===== src/rtl/gpio_port_pkg.sv =====
package gpio_port_pkg;
  localparam int unsigned ADDR_W = 2;

  typedef enum logic [ADDR_W-1:0] {
    SEL_VALUE = 2'd0,
    SEL_DIR   = 2'd1,
    SEL_EDGE  = 2'd2,
    SEL_NONE  = 2'd3
  } reg_sel_e;
endpackage


===== src/rtl/gpio_level_sync.sv =====
module gpio_level_sync #(
  parameter int unsigned W      = 8,
  parameter int unsigned STAGES = 2
) (
  input  logic         clk,
  input  logic         rst_n,
  input  logic [W-1:0] raw_i,
  output logic [W-1:0] lvl_o
);
  logic [STAGES-1:0][W-1:0] stage_q;
  logic [STAGES-1:0][W-1:0] stage_nx;

  always_comb begin
    stage_nx[0] = raw_i;
    for (int s = 1; s < STAGES; s++) begin
      stage_nx[s] = stage_q[s-1];
    end
  end

  always_ff @(posedge clk or negedge rst_n) begin
    if (!rst_n) stage_q <= '0;
    else        stage_q <= stage_nx;
  end

  assign lvl_o = stage_q[STAGES-1];
endmodule


===== src/rtl/gpio_ctrl_regs.sv =====
module gpio_ctrl_regs
  import gpio_port_pkg::*;
#(
  parameter int unsigned W = 8
) (
  input  logic              clk,
  input  logic              rst_n,
  input  logic              sel_i,
  input  logic              wr_i,
  input  logic [ADDR_W-1:0] addr_i,
  input  logic [W-1:0]      wdata_i,
  input  logic [W-1:0]      pin_lvl_i,
  output logic [W-1:0]      value_o,
  output logic [W-1:0]      dir_o,
  output logic [W-1:0]      edge_o,
  output logic [W-1:0]      rdata_o
);
  reg_sel_e    which;
  logic        wr_en;
  logic        value_en, dir_en, edge_en;
  logic [W-1:0] value_q, dir_q, edge_q;
  logic [W-1:0] value_nx, dir_nx, edge_nx;

  assign which    = reg_sel_e'(addr_i);
  assign wr_en    = sel_i & wr_i;
  assign value_en = wr_en && (which == SEL_VALUE);
  assign dir_en   = wr_en && (which == SEL_DIR);
  assign edge_en  = wr_en && (which == SEL_EDGE);

  always_comb begin
    value_nx = value_en ? wdata_i : value_q;
    dir_nx   = dir_en   ? wdata_i : dir_q;
    edge_nx  = edge_en  ? wdata_i : edge_q;
  end

  always_ff @(posedge clk or negedge rst_n) begin
    if (!rst_n) begin
      value_q <= '0;
      dir_q   <= '0;
      edge_q  <= '0;
    end else begin
      value_q <= value_nx;
      dir_q   <= dir_nx;
      edge_q  <= edge_nx;
    end
  end

  always_comb begin
    rdata_o = '0;
    if (sel_i) begin
      unique case (which)
        SEL_VALUE: rdata_o = (value_q & dir_q) | (pin_lvl_i & ~dir_q);
        SEL_DIR:   rdata_o = dir_q;
        SEL_EDGE:  rdata_o = edge_q;
        default:   rdata_o = '0;
      endcase
    end
  end

  assign value_o = value_q;
  assign dir_o   = dir_q;
  assign edge_o  = edge_q;


  value_wr_keeps_dir_chk: assert property (@(posedge clk) disable iff (!rst_n)
    (wr_en && which == SEL_VALUE) |=> $stable(dir_q));


  unused_addr_wr_chk: assert property (@(posedge clk) disable iff (!rst_n)
    (wr_en && which == SEL_NONE) |=> ($stable(value_q) && $stable(dir_q) && $stable(edge_q)));
endmodule


===== src/rtl/gpio_edge_detect.sv =====
module gpio_edge_detect #(
  parameter int unsigned W = 8
) (
  input  logic         clk,
  input  logic         rst_n,
  input  logic [W-1:0] lvl_i,
  input  logic [W-1:0] edge_sel_i,
  output logic [W-1:0] evt_o
);
  logic [W-1:0] cmp_now;
  logic [W-1:0] cmp_q;

  assign cmp_now = lvl_i ^ edge_sel_i;

  always_ff @(posedge clk or negedge rst_n) begin
    if (!rst_n) cmp_q <= '0;
    else        cmp_q <= cmp_now;
  end

  assign evt_o = cmp_q & ~cmp_now;


  single_pulse_chk: assert property (@(posedge clk) disable iff (!rst_n)
    ((evt_o & $past(evt_o)) == '0));

  for (genvar i = 0; i < W; i++) begin : g_line

    edge_dir_chk: assert property (@(posedge clk) disable iff (!rst_n)
      (evt_o[i] && $stable(edge_sel_i[i])) |->
        (lvl_i[i] == edge_sel_i[i] && $past(lvl_i[i]) != edge_sel_i[i]));
  end
endmodule


===== src/rtl/edge_gpio_port.sv =====
module edge_gpio_port
  import gpio_port_pkg::*;
#(
  parameter int unsigned WIDTH       = 8,
  parameter int unsigned SYNC_STAGES = 2,
  parameter int unsigned AUX_A       = 3,
  parameter int unsigned AUX_B       = 4
) (
  input  logic              clk,
  input  logic              rst_n,
  input  logic              bus_sel,
  input  logic              bus_wr,
  input  logic [ADDR_W-1:0] bus_addr,
  input  logic [WIDTH-1:0]  bus_wdata,
  output logic [WIDTH-1:0]  bus_rdata,
  input  logic [WIDTH-1:0]  pin_in,
  output logic [WIDTH-1:0]  pin_out,
  output logic [WIDTH-1:0]  pin_oe,
  output logic [WIDTH-1:0]  edge_evt,
  output logic [1:0]        aux_lvl
);
  logic [WIDTH-1:0] lvl;
  logic [WIDTH-1:0] value_r, dir_r, edge_r;

  gpio_level_sync #(.W(WIDTH), .STAGES(SYNC_STAGES)) u_sync (
    .clk   (clk),
    .rst_n (rst_n),
    .raw_i (pin_in),
    .lvl_o (lvl)
  );

  gpio_ctrl_regs #(.W(WIDTH)) u_regs (
    .clk       (clk),
    .rst_n     (rst_n),
    .sel_i     (bus_sel),
    .wr_i      (bus_wr),
    .addr_i    (bus_addr),
    .wdata_i   (bus_wdata),
    .pin_lvl_i (lvl),
    .value_o   (value_r),
    .dir_o     (dir_r),
    .edge_o    (edge_r),
    .rdata_o   (bus_rdata)
  );

  gpio_edge_detect #(.W(WIDTH)) u_edge (
    .clk        (clk),
    .rst_n      (rst_n),
    .lvl_i      (lvl),
    .edge_sel_i (edge_r),
    .evt_o      (edge_evt)
  );

  assign pin_out = value_r;
  assign pin_oe  = dir_r;
  assign aux_lvl = {lvl[AUX_B], lvl[AUX_A]};
endmodule


===== config.mk =====
export PLATFORM = sky130hd
export DESIGN_NAME = edge_gpio_port
export DESIGN_NICKNAME = d
export VERILOG_FILES = /design/src/rtl/gpio_port_pkg.sv /design/src/rtl/gpio_level_sync.sv /design/src/rtl/gpio_ctrl_regs.sv /design/src/rtl/gpio_edge_detect.sv /design/src/rtl/edge_gpio_port.sv
export SDC_FILE = /design/constraint.sdc
export NUM_CORES = 1
export LEC_CHECK = 0
export ABC_AREA = 1
export CAP_MARGIN = 15
export CORE_ASPECT_RATIO = 0.9
export CORE_UTILIZATION = 43
export CTS_CLUSTER_DIAMETER = 200
export DETAILED_ROUTE_END_ITERATION = 7
export HOLD_SLACK_MARGIN = 0.05
export PLACE_DENSITY = 0.75
export SLEW_MARGIN = 15
export SYNTH_ARGS = -nofsm -noshare
export SYNTH_HDL_FRONTEND = slang
export SYNTH_SLANG_ARGS = --single-unit
export TNS_END_PERCENT = 100

===== constraint.sdc =====
create_clock -name clk -period 1.2 [get_ports clk]
set_input_delay 0.36 -clock clk [delete_from_list [all_inputs] [get_ports clk]]
set_output_delay 0.36 -clock clk [all_outputs]
set_load 0.05 [all_outputs]

Yosys cells after proc, flatten, opt, wreduce, memory -nomap -nowiden

Index checks and enable logic that the tools add are counted.

Register bits after elaboration: 48
Output and inout port bits: 34

Equal/unequal tests: 2
Multiplexer cells: 2
Bitwise logic cells: 8
Reduce and logical (&&, ||, !) cells: 4

Operator list:

| cell               | count |
|---|---|
| $and 8x8->8        | 3 |
| $pmux 8 s3         | 1 |
| $not 8->8          | 2 |
| $mux 8             | 1 |
| $or 8x8->8         | 1 |
| $xor 8x8->8        | 1 |
| $logic_and 1x1->1  | 3 |
| $eq 2x1->1 const B | 1 |
| $eq 2x2->1 const B | 1 |
| $logic_not 2->1    | 1 |
| $and 1x1->1        | 1 |

Logic depth before layout (Yosys ltp)

Gate-level depths: netlist of run 1.

Word-level depth: 5
Gate-level depth with buffers: 6
Depth with buffers taken out: 6

Modules after synthesis

From an unflattened synthesis of run 1, not the netlist that was laid out.

Cells, all modules: 255
Area total of the unflattened synthesis: 2,193.4 um^2

Modules (own cells, without submodules):

| module           | times used | cells each | area each (um^2) |
|---|---|---|---|
| gpio_ctrl_regs   | 1          | 175        | 1,342.5 |
| gpio_edge_detect | 1          | 64         | 450.4 |
| gpio_level_sync  | 1          | 16         | 400.4 |

Worst setup path before layout of run 1

OpenSTA, ideal clock, no wires.

Path type: reg2out
Start: register u_regs.dir_q[6], in the netlist u_regs.dir_o[6]
End: output bus_rdata[6]
Data arrival time: 1,646 ps
Setup slack: -806 ps
Stages on the path, launching flop included: 5
Buffers on the path: 0
Cells stage by stage: dfrtp_1 > nand3_1 > nand2_1 > inv_1 > a21oi_1

Longest elaborated chain between the ends: 5
Elaborated cells between the ends (all ways): 6

RTL lines:

| item                     | line                 | source |
|---|---|---|
| start: declaration       | gpio_ctrl_regs.sv:21 | `logic [W-1:0] value_q, dir_q, edge_q;` |
| start signal: assignment | gpio_ctrl_regs.sv:43 | `dir_q <= dir_nx;` |
| $not 8->8                | gpio_ctrl_regs.sv:52 | `SEL_VALUE: rdata_o = (value_q & dir_q) \| (pin_lvl_i & ~dir_q);` |
| $and 8x8->8              | gpio_ctrl_regs.sv:52 |  |
| $or 8x8->8               | gpio_ctrl_regs.sv:52 |  |
| $pmux 8 s3 *             | gpio_ctrl_regs.sv:51 | `unique case (which)` |
| $mux 8 *                 | gpio_ctrl_regs.sv:50 | `if (sel_i) begin` |
| end: declaration         | edge_gpio_port.sv:15 | `output logic [WIDTH-1:0] bus_rdata,` |

Every way passes the cells marked *; elsewhere a longest branch is shown, timed or not.

Worst setup path after layout of run 1

Start: register u_regs.dir_q[4], in the netlist u_regs.dir_o[4]
End: output bus_rdata[4]

Same word-level chain as after synthesis.

==> run_results.csv, run 1 <==
group,metric,value,unit
run_status,violations,"setup timing",
sta,timing.final.crit_period,1.723,ns
global_routing,grt_max_degree,49,
sta,fin_ws,-0.5232,ns
routing,vias,2043,
clock_tree,cts_buffers,5,
sta,hold_viol_final,0,
sta,fmax,580.3,MHz
routing,viasPerCell,5.172,
sta,report.final.slew_viol_count,0,
global_routing,use_met3,5.007,%
final_layout,areaGrowthSynthToFinish,86.04,%
logic_synthesis,synth-seq-area-share,57.52,%
routing,drtPass1Iterations,4,
job,maxCapViolations,0,
min_path,hold_class,"reg2reg",
run_status,status,"complete, but fails checks",
floorplan,die_x,75.46,um
power_and_ir_drop,p_per_area,1568,nW/um^2
logic_synthesis,ys_seq_elements,48,
power_and_ir_drop,ir_drop,0.001207,V
sta,skew,0.006278,ns
clock_tree,htreeDepth,2,
setup_path,worstSetupPathType,"reg2out",
final_layout,diodes,0,
logic_synthesis,syn_nets,247,
logic_synthesis,synth_area,2088,um^2
final_layout,design_area,3885,um^2
global_routing,gr-max-usage-layer,"met2",
routing,drt_iter0_drc,167,
sta,setup_viol,34,
setup_path,worstPathArrival,1.36,ns
place,hpwl,3543,um
place,io_buffers,55,
clock_tree,cts-root-buf,"clkbuf_8",
logic_synthesis,synth_cells,225,
floorplan,io_pins,56,
clock_tree,cts_tree,"done",
final_layout,nNetsFinal,354,
floorplan,die-area,5139,um^2
sta,maxSlewHeadroom,83.11,%
setup_path,cpPeakStageDelay,0.45,ns
setup_path,end_kind,"primary output",
final_layout,fin_cells,395,
floorplan,num_rows,23,
setup_path,crit_chain,"nand2_1 > nand2_1 > nor2_1 > nor2_2 > nor2_4 > buf_6",
clock_tree,clockBufferDepth,2,
floorplan,coreArea,4547,um^2
place,gp_congestion,0.7627,
clock_tree,cts_num_sinks,48,
global_routing,overflow,0,
setup_path,start_kind,"register",
final_layout,fin_util,85.44,%
logic_synthesis,avgSynthCellArea,9.281,um^2
floorplan,die_h,68.11,um
power_and_ir_drop,cellLeakagePower,0.001778,uW
power_and_ir_drop,power.total,6090,uW
clock_tree,path_clk_slew,0.09,ns
sta,rsz0062_at_grt,"true",
global_routing,grt_pass1_vias,1988,
place,place_inst,365,
logic_synthesis,yosysUniqueCellTypes,18,
setup_path,path_max_fanout,4,
final_layout,fill_cells,227,
global_routing,antenna_found_initial,0,
global_routing,grtUsageMet2,45.76,%
sta,finalCritPeriodShare,143.6,%
final_layout,drive_gt1_share,53.15,%
final_layout,layout_common_cells,"41 x nand2_1, 29 x buf_12, 29 x dfrtp_1",
place,place_area,3289,um^2
global_routing,grt_usage,26.26,%
sta,tightest_slew,0.2534,ns
sta,hold_ws,0.3528,ns
clock_tree,clk_latency,0.31,ns
routing,finalWirelength,7040,um
routing,drc,0,
routing,routedWlPerCell,17.82,um
logic_synthesis,ys_warn_count,0,
routing,drtAntennaViolNets,0,
global_routing,use_met1,30.78,%
global_routing,grt_pass1_wl,9480,um
setup_path,cpMostUsedCell,"nand2_1",
floorplan,start_util,45.93,%
setup_path,cpMaxStageDelayCell,"dfrtp_2",
setup_path,crit_required,0.84,ns
final_layout,final_common_cell,"nand2_1",
[report_power, final]
group,switching (uW),internal [uW]
clock network,523,410
registers,243,1880
logic,1590,1450
total,2350,3740
[logic make-up after synthesis]
logic type | share of synthesized area [%]
AND/OR/NAND/NOR | 22.53
buffers and inverters | 9.167
AO/OA/AOI/OAI | 7.430
XOR/XNOR | 3.355
flip-flops | 57.52
[worst paths after layout]
kind / slack [ns] / from / to / depth (start not counted)
worst max-delay path: -0.52 / u_regs.dir_o[4]$_DFFE_PN0P_ / bus_rdata[4] / 6
worst min-delay path: 0.35 / u_sync.stage_nx[11]$_DFF_PN0_ / u_sync.lvl_o[3]$_DFF_PN0_ / 0
worst max register to register: 0.09 / u_regs.dir_o[4]$_DFFE_PN0P_ / u_regs.dir_o[4]$_DFFE_PN0P_ / 5
worst min register to register: 0.35 / u_sync.stage_nx[11]$_DFF_PN0_ / u_sync.lvl_o[3]$_DFF_PN0_ / 0
max in group asynchronous: 0.40 / rst_n / u_regs.value_o[1]$_DFFE_PN0P_ / 3
min in group asynchronous: 0.56 / rst_n / u_regs.dir_o[4]$_DFFE_PN0P_ / 3
[cells in the mapped netlist]
library cell,number,area share (%)
nand3_4,2,1.7
nand2_1,49,8.8
inv_2,2,0.36
clkbuf_8,1,0.66
a21oi_1,1,0.24
o21ai_1,2,0.48
o21ai_0,14,3.4
nand2_4,1,0.54
dfrtp_1,48,58
buf_6,4,2.2
o21ai_2,8,3.4
nand3_1,17,4.1
nor2_1,36,6.5
nor2_8,1,0.96
clkinv_2,1,0.24
xor2_1,8,3.4
inv_1,28,5.0
buf_4,2,0.72
[final cells by class]
| cell class | instances | area [um^2] | share of cell area, % |
|---|---|---|---|
| Tap cell | 62 | 77.57 | 1.997 |
| Multi-Input combinational cell | 142 | 1017 | 26.18 |
| Clock buffer | 7 | 76.32 | 1.965 |
| Clock inverter | 1 | 5.005 | 0.1288 |
| Sequential cell | 48 | 1225 | 31.53 |
| Timing Repair Buffer | 104 | 1353 | 34.81 |
| Inverter | 31 | 131.4 | 3.382 |
[routing by layer]
metal  wire length, um  vias to the layer above  part of all wire [%]
met5                 0                        -                     0
met2              3666                      128                    52
li1                  -                      909                     -
met3               517                       31                   7.3
met1              2561                      975                    36
met4               295                        0                   4.2
[stage by stage]
| step | setup TNS, ns | setup slack, ns |
|---|---|---|
| after floorplan | -2.161 | -0.2700 |
| after global placement | -16.46 | -0.8342 |
| after detailed placement | -17.97 | -0.8544 |
| after CTS | -9.649 | -0.4721 |
| after global routing | -11.77 | -0.6047 |
| final | -10.48 | -0.5232 |
[registers in the layout, summed over array words and instances, names as in the netlist]
name             count
u_sync.lvl_o         8
u_edge.cmp_q         8
u_regs.value_o       8
u_regs.dir_o         8
u_regs.edge_o        8
u_sync.stage_nx      8
[critical path, delay by kind of cell (launching register included)]
kind | cells | cell delay [ns]
flip-flops | 1 | 0.45
AND/OR/NAND/NOR | 5 | 0.43
buffers and inverters | 1 | 0.16
[timing repair]
| action | in CTS | in global routing |
|---|---|---|
| setup buffers | 14 | 13 |
| pin swaps | 18 | 14 |
| setup endpoints to repair | 58 | 45 |
| gates cloned | 3 | 0 |
| gates resized for setup | 68 | 39 |
| hold buffers | 1 | 0 |
| hold endpoints to repair | 48 | 0 |
(Power assumes the default switching activity.)
==> run 2: changes to the inputs <==
--- a/config.mk
+++ b/config.mk
@@ -8,11 +8,12 @@
 export ABC_AREA = 1
 export CAP_MARGIN = 15
 export CORE_ASPECT_RATIO = 0.9
-export CORE_UTILIZATION = 43
+export CORE_UTILIZATION = 50
 export CTS_CLUSTER_DIAMETER = 200
 export DETAILED_ROUTE_END_ITERATION = 7
+export DONT_BUFFER_PORTS = 1
 export HOLD_SLACK_MARGIN = 0.05
-export PLACE_DENSITY = 0.75
+export PLACE_DENSITY = 0.68
 export SLEW_MARGIN = 15
 export SYNTH_ARGS = -nofsm -noshare
 export SYNTH_HDL_FRONTEND = slang
==> run 2 against run 1 <==
Net effect:
- the run ends with hold timing, setup timing left
- sequential power hardly changed
- via count is 13% lower
- final cell count is 17% lower
- die area is 14% lower
- first-iteration DRC count is 24% lower
- combinational power is 22% lower
- sequential cell count stayed put
- count of clock-buffer cells in the layout is 1 lower
- hold slack worse by 0.62 ns
- wire length is 21% lower
- sequential share of layout area is 6.6 points higher
- critical path depth is 1 lower
- critical path type unchanged
==> run_results.csv, run 2 (synthesis results as in run 1) <==
group,metric,value,unit
routing,drc,0,
final_layout,drive_gt1_share,44.29,%
clock_tree,cts-root-buf,"clkbuf_8",
power_and_ir_drop,power.total,5698,uW
floorplan,start_util,54.07,%
routing,viasPerCell,5.423,
sta,skew,0.01002,ns
power_and_ir_drop,ir_drop,0.001392,V
sta,tightest_slew,0.3203,ns
sta,hold_viol_final,48,
sta,rsz0062_at_grt,"true",
floorplan,coreArea,3862,um^2
global_routing,grtUsageMet2,42.91,%
place,gp_congestion,0.8147,
floorplan,io_pins,56,
routing,vias,1768,
global_routing,gr-max-usage-layer,"met2",
final_layout,nNetsFinal,301,
sta,report.final.slew_viol_count,0,
global_routing,grt_pass1_vias,1819,
final_layout,final_common_cell,"nand2_1",
final_layout,layout_common_cells,"46 x nand2_1, 32 x dfrtp_1, 28 x inv_1",
clock_tree,path_clk_slew,0.09,ns
floorplan,num_rows,21,
global_routing,use_met1,30.56,%
power_and_ir_drop,p_sw,2140,uW
clock_tree,cts_num_sinks,48,
run_status,violations,"hold timing, setup timing",
final_layout,areaGrowthSynthToFinish,53.33,%
sta,setup_tns,-9.029,ns
clock_tree,clockBufferDepth,2,
place,io_buffers,0,
routing,routedWlPerCell,17.14,um
clock_tree,cts_buffers,5,
run_status,status,"complete, but fails checks",
floorplan,die-area,4439,um^2
sta,finalCritPeriodShare,145.5,%
power_and_ir_drop,pwr-share-comb,41.4,%
sta,timing.final.crit_period,1.746,ns
sta,setup_viol,34,
final_layout,multi_input_area,917.1,um^2
routing,drtAntennaViolNets,0,
routing,drt_iter0_drc,127,
final_layout,fill_cells,228,
global_routing,grt_max_degree,49,
global_routing,overflow,0,
global_routing,grt_pass1_wl,8638,um
power_and_ir_drop,power_switching_share,37.56,%
setup_path,path_max_fanout,5,
power_and_ir_drop,pwr-share-clk,21.6,%
setup_path,crit_required,0.84,ns
setup_path,end_kind,"primary output",
power_and_ir_drop,intPower,3558,uW
final_layout,diodes,0,
setup_path,worstPathArrival,1.39,ns
power_and_ir_drop,cellLeakagePower,0.001500,uW
power_and_ir_drop,p_seq_share,37.1,%
clock_tree,cts_tree,"done",
clock_tree,htreeDepth,2,
sta,hold_ws,-0.2650,ns
place,dp_slack,-0.1997,ns
global_routing,grt_usage,25.94,%
setup_path,worstSetupPathType,"reg2out",
min_path,hold_class,"in2async",
sta,fin_ws,-0.5459,ns
sta,maxSlewHeadroom,78.42,%
floorplan,die_x,70.12,um
global_routing,use_met3,9.760,%
job,maxCapViolations,0,
setup_path,start_kind,"register",
floorplan,die_h,63.31,um
clock_tree,clk_latency,0.31,ns
routing,drtPass1Iterations,4,
global_routing,antenna_found_initial,0,
power_and_ir_drop,p_per_area,1780,nW/um^2
routing,finalWirelength,5587,um
place,hpwl,3367,um
final_layout,regArea,1221,um^2
sta,fmax,572.8,MHz
## run 2: power by group through the flow
stage          registers (uW)  clock network (uW)  logic [uW]
3_3_place_gp             2080                   0        1940
4_1_cts                  2100                1250        2210
6_report                 2110                1230        2360
3_5_place_dp             2090                   0        1990
5_1_grt                  2140                1320        2460
2_1_floorplan            2420                   0         930
## run 2: per-layer routing
| metal | wire, um | up-vias |
|---|---|---|
| met1 | 2041 | 885 |
| met4 | 141 | 0 |
| li1 | - | 795 |
| met3 | 359 | 12 |
| met2 | 3044 | 76 |
| met5 | 0 | - |
## run 2: critical path: stages, from the launching register on
cell and delay [ns]:
dfrtp_2 0.45, nor2_1 0.18, nor2_2 0.08, nor2_2 0.17, nor2_4 0.06, buf_12 0.14
## run 2: layout make-up
cell class	count	share of cell area [%]
well taps	46	1.798
repair buffers	54	23.95
clock buffers	6	2.579
inverters	31	3.673
clock inverters	2	1.211
multi-input cells	139	28.64
flip-flops and latches	48	38.14
## run 2: worst paths after layout
kind | from | end | slack [ns] | depth (start not counted)
min in group clk | pin_in[3] | u_sync.stage_nx[11]$_DFF_PN0_ | 0.08 | 0
hold / removal | rst_n | u_regs.value_o[1]$_DFFE_PN0P_ | -0.26 | 0
setup reg to reg | u_regs.dir_o[6]$_DFFE_PN0P_ | u_regs.dir_o[6]$_DFFE_PN0P_ | 0.13 | 4
setup / recovery | u_regs.dir_o[3]$_DFFE_PN0P_ | bus_rdata[3] | -0.55 | 5
max in group asynchronous | rst_n | u_regs.value_o[4]$_DFFE_PN0P_ | 1.34 | 0
hold reg to reg | u_sync.stage_nx[11]$_DFF_PN0_ | u_sync.lvl_o[3]$_DFF_PN0_ | 0.35 | 0
## run 2: repair_timing
item	CTS	global route
gates resized for setup	43	14
endpoints found under the setup margin	34	34
hold endpoints to repair	48	53
pin swaps	5	3
setup buffers	6	7
## run 2: metrics by stage
stage,hold WS [ns],instance area (um^2),cells,util (%)
after floorplan,0.06441,2257,225,-
after global placement,0.06565,2719,302,70.39
after detailed placement,0.06552,2719,302,70.39
after CTS,-0.2749,3060,315,79.24
after global routing,-0.2907,3202,326,82.90
final,-0.2650,3202,326,82.90
